`config.mk`:
```
export PLATFORM = sky130hd
export DESIGN_NAME = dma_chan_seq
export DESIGN_NICKNAME = d
export VERILOG_FILES = /design/src/rtl/dma_seq_pkg.sv /design/src/rtl/dma_trig_unit.sv /design/src/rtl/dma_xfer_count.sv /design/src/rtl/dma_addr_step.sv /design/src/rtl/dma_chan_seq.sv
export SDC_FILE = /design/constraint.sdc
export NUM_CORES = 1
export LEC_CHECK = 0
export BUFFER_PORTS_ARGS = -buffer_cell sky130_fd_sc_hd__buf_2
export CAP_MARGIN = 20
export CORE_ASPECT_RATIO = 2
export CORE_MARGIN = 8
export CORE_UTILIZATION = 50
export DETAILED_ROUTE_END_ITERATION = 6
export PLACE_DENSITY = 0.71
export SLEW_MARGIN = 20
export SYNTH_ARGS = -nofsm -noshare
export SYNTH_HDL_FRONTEND = slang
export SYNTH_SLANG_ARGS = --single-unit
export TNS_END_PERCENT = 30
```
`constraint.sdc`:
```
create_clock -name clk -period 4.53 [get_ports clk]
set_input_delay 0.2265 -clock clk [delete_from_list [all_inputs] [get_ports clk]]
set_output_delay 0.2265 -clock clk [all_outputs]
set_load 0.05 [all_outputs]
```
`src/rtl/dma_seq_pkg.sv`:
```
package dma_seq_pkg;

    typedef enum logic [1:0] {
        STEP_HOLD = 2'd0,
        STEP_UP   = 2'd1,
        STEP_DOWN = 2'd2,
        STEP_RSVD = 2'd3
    } step_e;

    typedef enum logic [1:0] {
        RLD_NEVER = 2'd0,
        RLD_BURST = 2'd1,
        RLD_BLOCK = 2'd2,
        RLD_XACT  = 2'd3
    } reload_e;

    typedef enum logic [2:0] {
        ST_IDLE,
        ST_GAP,
        ST_REQ,
        ST_RD,
        ST_WR
    } state_e;

    typedef struct packed {
        logic burst_end;
        logic block_end;
        logic xact_end;
    } bound_t;

    localparam int BEAT_W = 4;

    function automatic logic [BEAT_W-1:0] burst_bytes(input logic [1:0] code);
        return BEAT_W'(1) << code;
    endfunction

endpackage

```
`src/rtl/dma_trig_unit.sv`:
```
module dma_trig_unit (
    input  logic clk,
    input  logic rst,
    input  logic sw_trig,
    input  logic evt_in,
    input  logic evt_en,
    input  logic latch_en,
    input  logic take,
    output logic fire,
    output logic pend
);
    logic evt_q;

    assign fire = sw_trig | (evt_en & evt_in & ~evt_q);

    always_ff @(posedge clk) begin
        if (rst) begin
            evt_q <= 1'b0;
            pend  <= 1'b0;
        end else begin
            evt_q <= evt_in;
            if (fire && latch_en)
                pend <= 1'b1;
            else if (take)
                pend <= 1'b0;
        end
    end
endmodule

```
`src/rtl/dma_xfer_count.sv`:
```
module dma_xfer_count
    import dma_seq_pkg::*;
#(
    parameter int BLK_W = 16,
    parameter int REP_W = 8
) (
    input  logic             clk,
    input  logic             rst,
    input  logic             clear,
    input  logic             adv,
    input  logic [1:0]       burst_code,
    input  logic [BLK_W-1:0] block_len,
    input  logic [REP_W-1:0] rep_total,
    output bound_t           bnd
);
    logic [BEAT_W-1:0] beat;
    logic [BLK_W-1:0]  byte_i;
    logic [REP_W-1:0]  rep_i;

    always_comb begin
        bnd.block_end = ({1'b0, byte_i} + (BLK_W+1)'(1)) >= {1'b0, block_len};
        bnd.xact_end  = bnd.block_end &&
                        (({1'b0, rep_i} + (REP_W+1)'(1)) >= {1'b0, rep_total});
        bnd.burst_end = bnd.block_end ||
                        ((beat + BEAT_W'(1)) == burst_bytes(burst_code));
    end

    always_ff @(posedge clk) begin
        if (rst || clear) begin
            beat   <= '0;
            byte_i <= '0;
            rep_i  <= '0;
        end else if (adv) begin
            beat <= bnd.burst_end ? '0 : beat + BEAT_W'(1);
            if (bnd.block_end) begin
                byte_i <= '0;
                rep_i  <= bnd.xact_end ? '0 : rep_i + REP_W'(1);
            end else begin
                byte_i <= byte_i + BLK_W'(1);
            end
        end
    end
endmodule

```
`src/rtl/dma_addr_step.sv`:
```
module dma_addr_step
    import dma_seq_pkg::*;
#(
    parameter int AW = 16
) (
    input  logic          clk,
    input  logic          rst,
    input  logic [AW-1:0] start,
    input  logic [1:0]    mode,
    input  logic [1:0]    rld,
    input  logic          adv,
    input  bound_t        bnd,
    output logic [AW-1:0] addr
);
    step_e         m;
    reload_e       r;
    logic          hit;
    logic [AW-1:0] stepped;

    assign m = step_e'(mode);
    assign r = reload_e'(rld);

    always_comb begin
        unique case (r)
            RLD_BURST: hit = bnd.burst_end;
            RLD_BLOCK: hit = bnd.block_end;
            RLD_XACT:  hit = bnd.xact_end;
            default:   hit = 1'b0;
        endcase
    end

    always_comb begin
        unique case (m)
            STEP_UP:   stepped = addr + AW'(1);
            STEP_DOWN: stepped = addr - AW'(1);
            default:   stepped = addr;
        endcase
    end

    always_ff @(posedge clk) begin
        if (rst)
            addr <= start;
        else if (adv)
            addr <= hit ? start : stepped;
    end
endmodule

```
`src/rtl/dma_chan_seq.sv`:
```
module dma_chan_seq
    import dma_seq_pkg::*;
#(
    parameter int AW    = 16,
    parameter int DW    = 8,
    parameter int BLK_W = 16,
    parameter int REP_W = 8
) (
    input  logic             clk,
    input  logic             rst,
    input  logic [AW-1:0]    cfg_src_addr,
    input  logic [AW-1:0]    cfg_dst_addr,
    input  logic [1:0]       cfg_src_mode,
    input  logic [1:0]       cfg_dst_mode,
    input  logic [1:0]       cfg_src_reload,
    input  logic [1:0]       cfg_dst_reload,
    input  logic [1:0]       cfg_burst,
    input  logic [BLK_W-1:0] cfg_block_len,
    input  logic [REP_W-1:0] cfg_repeat,
    input  logic             cfg_single,
    input  logic             cfg_evt_en,
    input  logic             sw_trig,
    input  logic             evt_in,
    output logic             bus_req,
    input  logic             bus_grant,
    output logic             bus_re,
    output logic             bus_we,
    output logic [AW-1:0]    bus_addr,
    output logic [DW-1:0]    bus_wdata,
    input  logic [DW-1:0]    bus_rdata,
    input  logic             bus_ready,
    output logic             busy,
    output logic             done
);
    localparam int NSIDE = 2;

    state_e        st;
    logic          fire, pend, start, adv;
    bound_t        bnd;
    logic [DW-1:0] data_q;

    logic [AW-1:0] side_start [NSIDE];
    logic [1:0]    side_mode  [NSIDE];
    logic [1:0]    side_rld   [NSIDE];
    logic [AW-1:0] side_addr  [NSIDE];

    assign side_start[0] = cfg_src_addr;
    assign side_start[1] = cfg_dst_addr;
    assign side_mode[0]  = cfg_src_mode;
    assign side_mode[1]  = cfg_dst_mode;
    assign side_rld[0]   = cfg_src_reload;
    assign side_rld[1]   = cfg_dst_reload;

    assign start = (st == ST_IDLE) && (fire || pend);
    assign adv   = (st == ST_WR) && bus_ready;

    dma_trig_unit u_trig (
        .clk      (clk),
        .rst      (rst),
        .sw_trig  (sw_trig),
        .evt_in   (evt_in),
        .evt_en   (cfg_evt_en),
        .latch_en ((st != ST_IDLE) && !cfg_single),
        .take     (start),
        .fire     (fire),
        .pend     (pend)
    );

    dma_xfer_count #(.BLK_W(BLK_W), .REP_W(REP_W)) u_cnt (
        .clk        (clk),
        .rst        (rst),
        .clear      (start),
        .adv        (adv),
        .burst_code (cfg_burst),
        .block_len  (cfg_block_len),
        .rep_total  (cfg_repeat),
        .bnd        (bnd)
    );

    for (genvar g = 0; g < NSIDE; g++) begin : g_side
        dma_addr_step #(.AW(AW)) u_addr (
            .clk   (clk),
            .rst   (rst),
            .start (side_start[g]),
            .mode  (side_mode[g]),
            .rld   (side_rld[g]),
            .adv   (adv),
            .bnd   (bnd),
            .addr  (side_addr[g])
        );
    end

    always_ff @(posedge clk) begin
        if (rst) begin
            st     <= ST_IDLE;
            busy   <= 1'b0;
            done   <= 1'b0;
            data_q <= '0;
        end else begin
            done <= 1'b0;
            unique case (st)
                ST_IDLE: if (start) begin
                    st   <= ST_REQ;
                    busy <= 1'b1;
                end
                ST_GAP: if (!cfg_single || fire) st <= ST_REQ;
                ST_REQ: if (bus_grant) st <= ST_RD;
                ST_RD: if (bus_ready) begin
                    data_q <= bus_rdata;
                    st     <= ST_WR;
                end
                ST_WR: if (bus_ready) begin
                    if (bnd.xact_end) begin
                        st   <= ST_IDLE;
                        busy <= 1'b0;
                        done <= 1'b1;
                    end else if (bnd.burst_end) begin
                        st <= ST_GAP;
                    end else begin
                        st <= ST_RD;
                    end
                end
                default: st <= ST_IDLE;
            endcase
        end
    end

    assign bus_req   = (st == ST_REQ) || (st == ST_RD) || (st == ST_WR);
    assign bus_re    = (st == ST_RD);
    assign bus_we    = (st == ST_WR);
    assign bus_addr  = (st == ST_WR) ? side_addr[1] : side_addr[0];
    assign bus_wdata = data_q;
endmodule

```
==> results.md, run 1 <==
* Via count of the first global-routing pass at 5642
* Final Hold Violating Endpoints at 0
* Share of cells above drive strength 1 at 0.2532
* Unrepaired setup endpoints after global routing: no
* Global route overflow at 0
* I/O pin count at 111
* Most frequent cells after synthesis: 67 x a21oi_1, 58 x nand2_1, 55 x ha_1
* Area of the multi-input gates at 0.003800 mm^2
* Post-synthesis mux area share at 0.09540
* Adder-Cell Fraction of Synth Area at 0.1228
* Leak at 3.145 nW
* Status: finished, final reports clean
* Least-Margin Pin Slew at 0.9840 ns
* Clk_lat worst skew at 0.33 ns
* Synth Area in Simple Gates at 0.1908
* Full die area at 0.01581 mm^2
* Crit Path Category: flip-flop to flip-flop
* Drt initial violations at 217
* Clk pin slew, worst setup/hold paths at 0.06 ns
* FF+latch area at 0.001822 mm^2
* Initial DRT Pass Iterations at 4
* Placed instance count at 899
* Clock Tree Root: clkbuf_16
* Power Density at 315.8 mW/mm^2
* Post CTS Setup Buffer Count at 0
* Fin. max-slew vios at 0
* Final setup vio count at 0
* Worst IR Drop VDD at 0.2990 mV
* R2r startpoint: u_cnt.byte_i[2]
* Design Power at 2.180 mW
* Cell area after layout at 0.006903 mm^2
* Area grow syn2layout at 16.44%
* Leading area contributor after synthesis: edfxtp_1
* Minimum clock period at 4.123 ns
* YS warnings at 0
* CTS tree: built
* Via count at 5296
* Die W at 93.00 um
* DRC viols at 0
* Yosys reg bits at 75
* Synth top area cells: edfxtp_1 16%, dfxtp_1 15%, ha_1 12%
* Total track usage at 0.2123
* Largest net degree at the start of global routing at 29
* Drt wl/cell at 18.00 um
* Critical path endpoint category: flip-flop
* Final antenna-violating net count at 0
* Slew margin rel. at 0.3440
* Hold Startpoint: evt_in
* Yosys top cell area share at 0.1621
* Critical path required time at 4.55 ns
* Filler Cell Count at 1080
* Post-Synth XOR/XNOR Area at 0.06353
* Final net count at 904
* Initial antenna violation count at 0
* Post-synthesis sequential area ratio at 0.3073
* Critical-path maximum fanout at 16
* Clk sink count at 75
* Worst-case clock buffer depth at 2
* Post-Syn Nets at 801
* Max Clock Skew at 0.008566 ns
* # diodes at 0
* Sum Neg Setup Slack at 0 ns
* Yosys cell types at 68
* Die Ht at 170.0 um
* Largest family of logic cells by synthesized area: simple AND/OR/NAND/NOR gates
* Post-synthesis compound-gate area fraction at 0.1678
* Placed Area at 0.006553 mm^2
* Top FF cell, synth: dfxtp_1
* Vias per cell at 5.788
* Core Region at 0.01163 mm^2
* Peak Freq at 0.2426 GHz
* CP Launch Type: flip-flop
* Asr flop ratio synth at 0
* # rows at 56
* H-tree depth at 3
* Starting density of the core at 0.5097
* Cell Area, Synth at 0.005928 mm^2
* Worst path arrival time at 4.14 ns
* Count leader, synth: a21oi_1
* Mean Syn Cell Area at 8.955 um^2
* Cells after Synth at 662
* Gpl congestion at 0.8508
* Total clock buffers created by CTS at 9
* Post-Layout Cell Count at 915
* Final wirelength at 16470 um
* EDFF count, synth at 32
* Beginning of the critical path: u_cnt.byte_i[2]
* First-pass GRT wire length at 26700 um
* Port buffer count at 110
* Detail Placement HPWL at 13120 um
* Fin crit share at 0.9101
* Max cap viols at 0
* Tightest Hold Check Type: input pin to flip-flop
## state kept, by name (all words and copies together), names as in the netlist
name,cells
u_cnt.byte_i,16
done,1
st,3
g_side.u_addr.addr,32
u_trig.evt_q,1
u_cnt.rep_i,8
busy,1
u_cnt.beat,4
bus_wdata,8
u_trig.pend,1
## placed cells by master, fill, tap and decap left out, drive strengths merged, types with 10 or more instances in the layout
cell and instances:
and3 17, ha 55, a21oi 67, nor2 42, buf 117, xor2 15
nand3 25, nor2b 10, inv 40, o21ai 32, mux2 44, dfxtp 43
xnor2 28, clkbuf 15, nand2 58, nor3 10, edfxtp 32
## metrics by stage
step                setup slack, ns  hold WS (ns)    util
floorplan                    0.4851        0.3547       -
global placement             0.6456        0.4406  0.5634
detailed placement           0.4050        0.4537  0.5634
CTS                          0.3625        0.1265  0.5932
global route                0.05442        0.1298  0.5935
finish                       0.4074        0.1292  0.5935
## area by class of cell
cell class / count / area share
Clock buffer: 15 / 0.04948
Clock inverter: 1 / 0.0007250
Inverter: 40 / 0.02175
Multi-Input combinational cell: 522 / 0.5505
Sequential cell: 75 / 0.2639
Tap cell: 145 / 0.02628
Timing Repair Buffer: 117 / 0.08737
## timing repair
action | in CTS | in global routing
setup endpoints to repair | 0 | 31
gates resized for setup | 0 | 1
hold buffers | 0 | 0
## kinds of logic (layout without fill, tap and decap cells)
kind of cell    count (synthesis)  count (layout)
flops                          75              75
fa+ha+maj                      57              57
mux                            48              48
buf+inv                        65             173
simple gates                  213             213
xor+xnor                       43              43
compound gates                161             161
## power by group
group | leakage [nW] | internal (mW) | switching [mW]
clock | 0.173 | 0.516 | 0.285
combinational | 2.32 | 0.247 | 0.331
sequential | 0.654 | 0.762 | 0.0383
## critical path, cell delays in order, from the launching register on
cell       delay [ns]
dfxtp_1          0.45
and3_1           0.29
and3_1           0.31
and3_1           0.27
nand3_1          0.11
xnor2_1          0.17
ha_1             0.30
nand3_1          0.09
a2111oi_1        0.36
o21ai_0          0.20
and3b_1          0.27
o21ai_2          0.14
a31o_1           0.19
buf_4            0.21
o32a_1           0.17
buf_4            0.25
## metal layers
| layer | track usage | routed length [um] | vias to the layer above |
|---|---|---|---|
| met4 | 0.1278 | 766 | 0 |
| li1 | - | - | 2610 |
| met3 | 0.03928 | 668 | 46 |
| met5 | 0 | 0 | - |
| met2 | 0.4101 | 9333 | 132 |
| met1 | 0.1960 | 5705 | 2508 |
## final timing paths
path / endpoint / slack, ns / cells past startpoint
worst max-delay path: g_side[1].u_addr.addr[4] / 0.41 / 15
worst min-delay path: u_trig.evt_q / 0.13 / 2
worst max register to register: g_side[1].u_addr.addr[4] / 0.41 / 15
worst min register to register: bus_wdata[1] / 0.46 / 2
No activity file was read; power rests on OpenSTA's default activity.
==> inputs of run 2 (changes only) <==
CORE_MARGIN = unset   (was 8)
==> run 2 against run 1 <==
  * Routed wire length is 6.4% lower
  * Count of clock-buffer cells in the layout is 5 lower
  * First-iteration DRC count is 16% higher
  * Global-route usage is 4.5 points higher
  * Cell count is 0.55% lower
==> results.md, run 2 (synthesis results as in run 1) <==
* CP peak stage delay at 0.46 ns
* Max cap viols at 0
* Clock Tree Root: clkbuf_16
* Total clock buffers created by CTS at 9
* Post CTS Setup Buffer Count at 0
* Most frequent cells in the layout: 110 x buf_2, 67 x a21oi_1, 58 x nand2_1, 55 x ha_1, 43 x dfxtp_1
* Share of cells above drive strength 1 at 0.2474
* Cts hold-fix bufs at 0
* Worst-case clock buffer depth at 2
* Worst IR Drop VDD at 0.2357 mV
* Most common cell after layout, fill and taps aside: buf_2
* CTS tree: built
* Total track usage at 0.2570
* CP Launch Type: flip-flop
* Critical path required time at 4.61 ns
* Max Clock Skew at 0.008437 ns
* Placed instance count at 894
* Detail Placement HPWL at 11980 um
* Sum Neg Setup Slack at 0 ns
* Power Density at 311.8 mW/mm^2
* Resized cells post-CTS at 0
* CP dominant cell by count: and3_1
* Starting density of the core at 0.5189
* Gpl congestion at 0.8257
* Final antenna-violating net count at 0
* Largest registers: g_side.u_addr.addr: 32 flops, u_cnt.byte_i: 16 flops
* Final Hold Violating Endpoints at 0
* Fin. max-slew vios at 0
* R2R cell count at 14
* Least-Margin Pin Slew at 0.9912 ns
* Leak at 3.111 nW
* Placed Area at 0.006534 mm^2
* Die W at 79.00 um
* Met1 wire length at 5577 um
* Drt initial violations at 252
* Final net count at 902
* Initial antenna violation count at 0
* Status: finished, final reports clean
* Die Ht at 156.0 um
* Clk_lat worst skew at 0.34 ns
* Hold Crit Depth at 2
* Full die area at 0.01232 mm^2
* Most flops, register: g_side.u_addr.addr
* I/O pin count at 111
* Final wirelength at 15410 um
* Final Core Density at 0.5992
* Slowest CP cell: dfxtp_1
* Vias per cell at 5.792
* Fin crit share at 0.9384
* First-pass GRT wire length at 24370 um
* Tightest Hold Check Type: input pin to flip-flop
* H-tree depth at 3
* Hold WS at 0.1232 ns
* Cell area after layout at 0.006845 mm^2
* Peak Freq at 0.2352 GHz
* # rows at 55
* Unrepaired setup endpoints after global routing: no
* Met3 WL at 556 um
* Core Region at 0.01142 mm^2
* Crit Path Category: flip-flop to flip-flop
* Clk pin slew, worst setup/hold paths at 0.06 ns
* DRC viols at 0
* Largest net degree at the start of global routing at 29
* Clk sink count at 75
* Port buffer count at 110
* Via count at 5271
* CP cell instances: and3_1, and3_1, and3_1, nand3_1, xnor2_1, ha_1, nand3_1, a2111oi_0, o21ai_0, and3b_1, o21ai_0, a31o_1, buf_4, mux2_1
* Initial DRT Pass Iterations at 4
* Filler Cell Count at 1041
* Max layer used: met4
* Area grow syn2layout at 15.47%
* Via count of the first global-routing pass at 5286
* Wire length on met2 at 8426 um
* Minimum clock period at 4.251 ns
* Slew margin rel. at 0.3392
* Critical-path maximum fanout at 16
* Drt wl/cell at 16.94 um
* Global route overflow at 0
* Critical path endpoint category: flip-flop
* Worst path arrival time at 4.33 ns
* # diodes at 0
* Post-Layout Cell Count at 910
* Final setup vio count at 0
* Largest register FFs at 32
[run 2: worst paths after layout]
check | startpoint | endpoint | slack (ns)
worst max-delay path | u_cnt.byte_i[2] | g_side[0].u_addr.addr[9] | 0.28
worst min register to register | bus_wdata[3] | bus_wdata[3] | 0.45
worst max register to register | u_cnt.byte_i[2] | g_side[0].u_addr.addr[9] | 0.28
worst min-delay path | evt_in | u_trig.evt_q | 0.12
[run 2: final cells by class]
type / instances / area (um^2) / area share
multi-input cells: 522 / 3799 / 0.5549
flip-flops and latches: 75 / 1822 / 0.2661
repair buffers: 115 / 588.1 / 0.08591
clock buffers: 10 / 229.0 / 0.03345
well taps: 142 / 177.7 / 0.02595
inverters: 40 / 150.1 / 0.02193
clock inverters: 6 / 80.08 / 0.01170
[run 2: routing by layer]
metal	up-vias	GRT usage
li1	2604	-
met1	2467	0.2477
met2	148	0.4881
met3	52	0.03801
met4	0	0.1671
met5	-	0
[run 2: power by group]
group / internal [mW] / switching, mW / total (mW)
sequential: 0.762 / 0.0378 / 0.799
combinational: 0.246 / 0.330 / 0.576
clock: 0.478 / 0.281 / 0.759
total: 1.49 / 0.649 / 2.13
[run 2: worst max-delay path, delay by kind of cell, from the launching register on]
| kind | cells | cell delay [ns] |
|---|---|---|
| xor gates and xnor gates | 1 | 0.17 |
| buffers and inverters | 1 | 0.25 |
| AOI/OAI and AO/OA | 4 | 0.99 |
| DFF | 1 | 0.46 |
| adders and majority gates | 1 | 0.31 |
| muxes | 1 | 0.36 |
| and+or+nand+nor | 6 | 1.44 |
[run 2: metrics by stage]
| stage | worst slack [ns] | total power, mW |
|---|---|---|
| after floorplan | 0.4851 | 1.232 |
| after global placement | 0.5025 | 1.363 |
| after detailed placement | 0.3725 | 1.385 |
| after CTS | 0.3251 | 2.145 |
| after global routing | 0.05543 | 2.225 |
| final | 0.2789 | 2.134 |
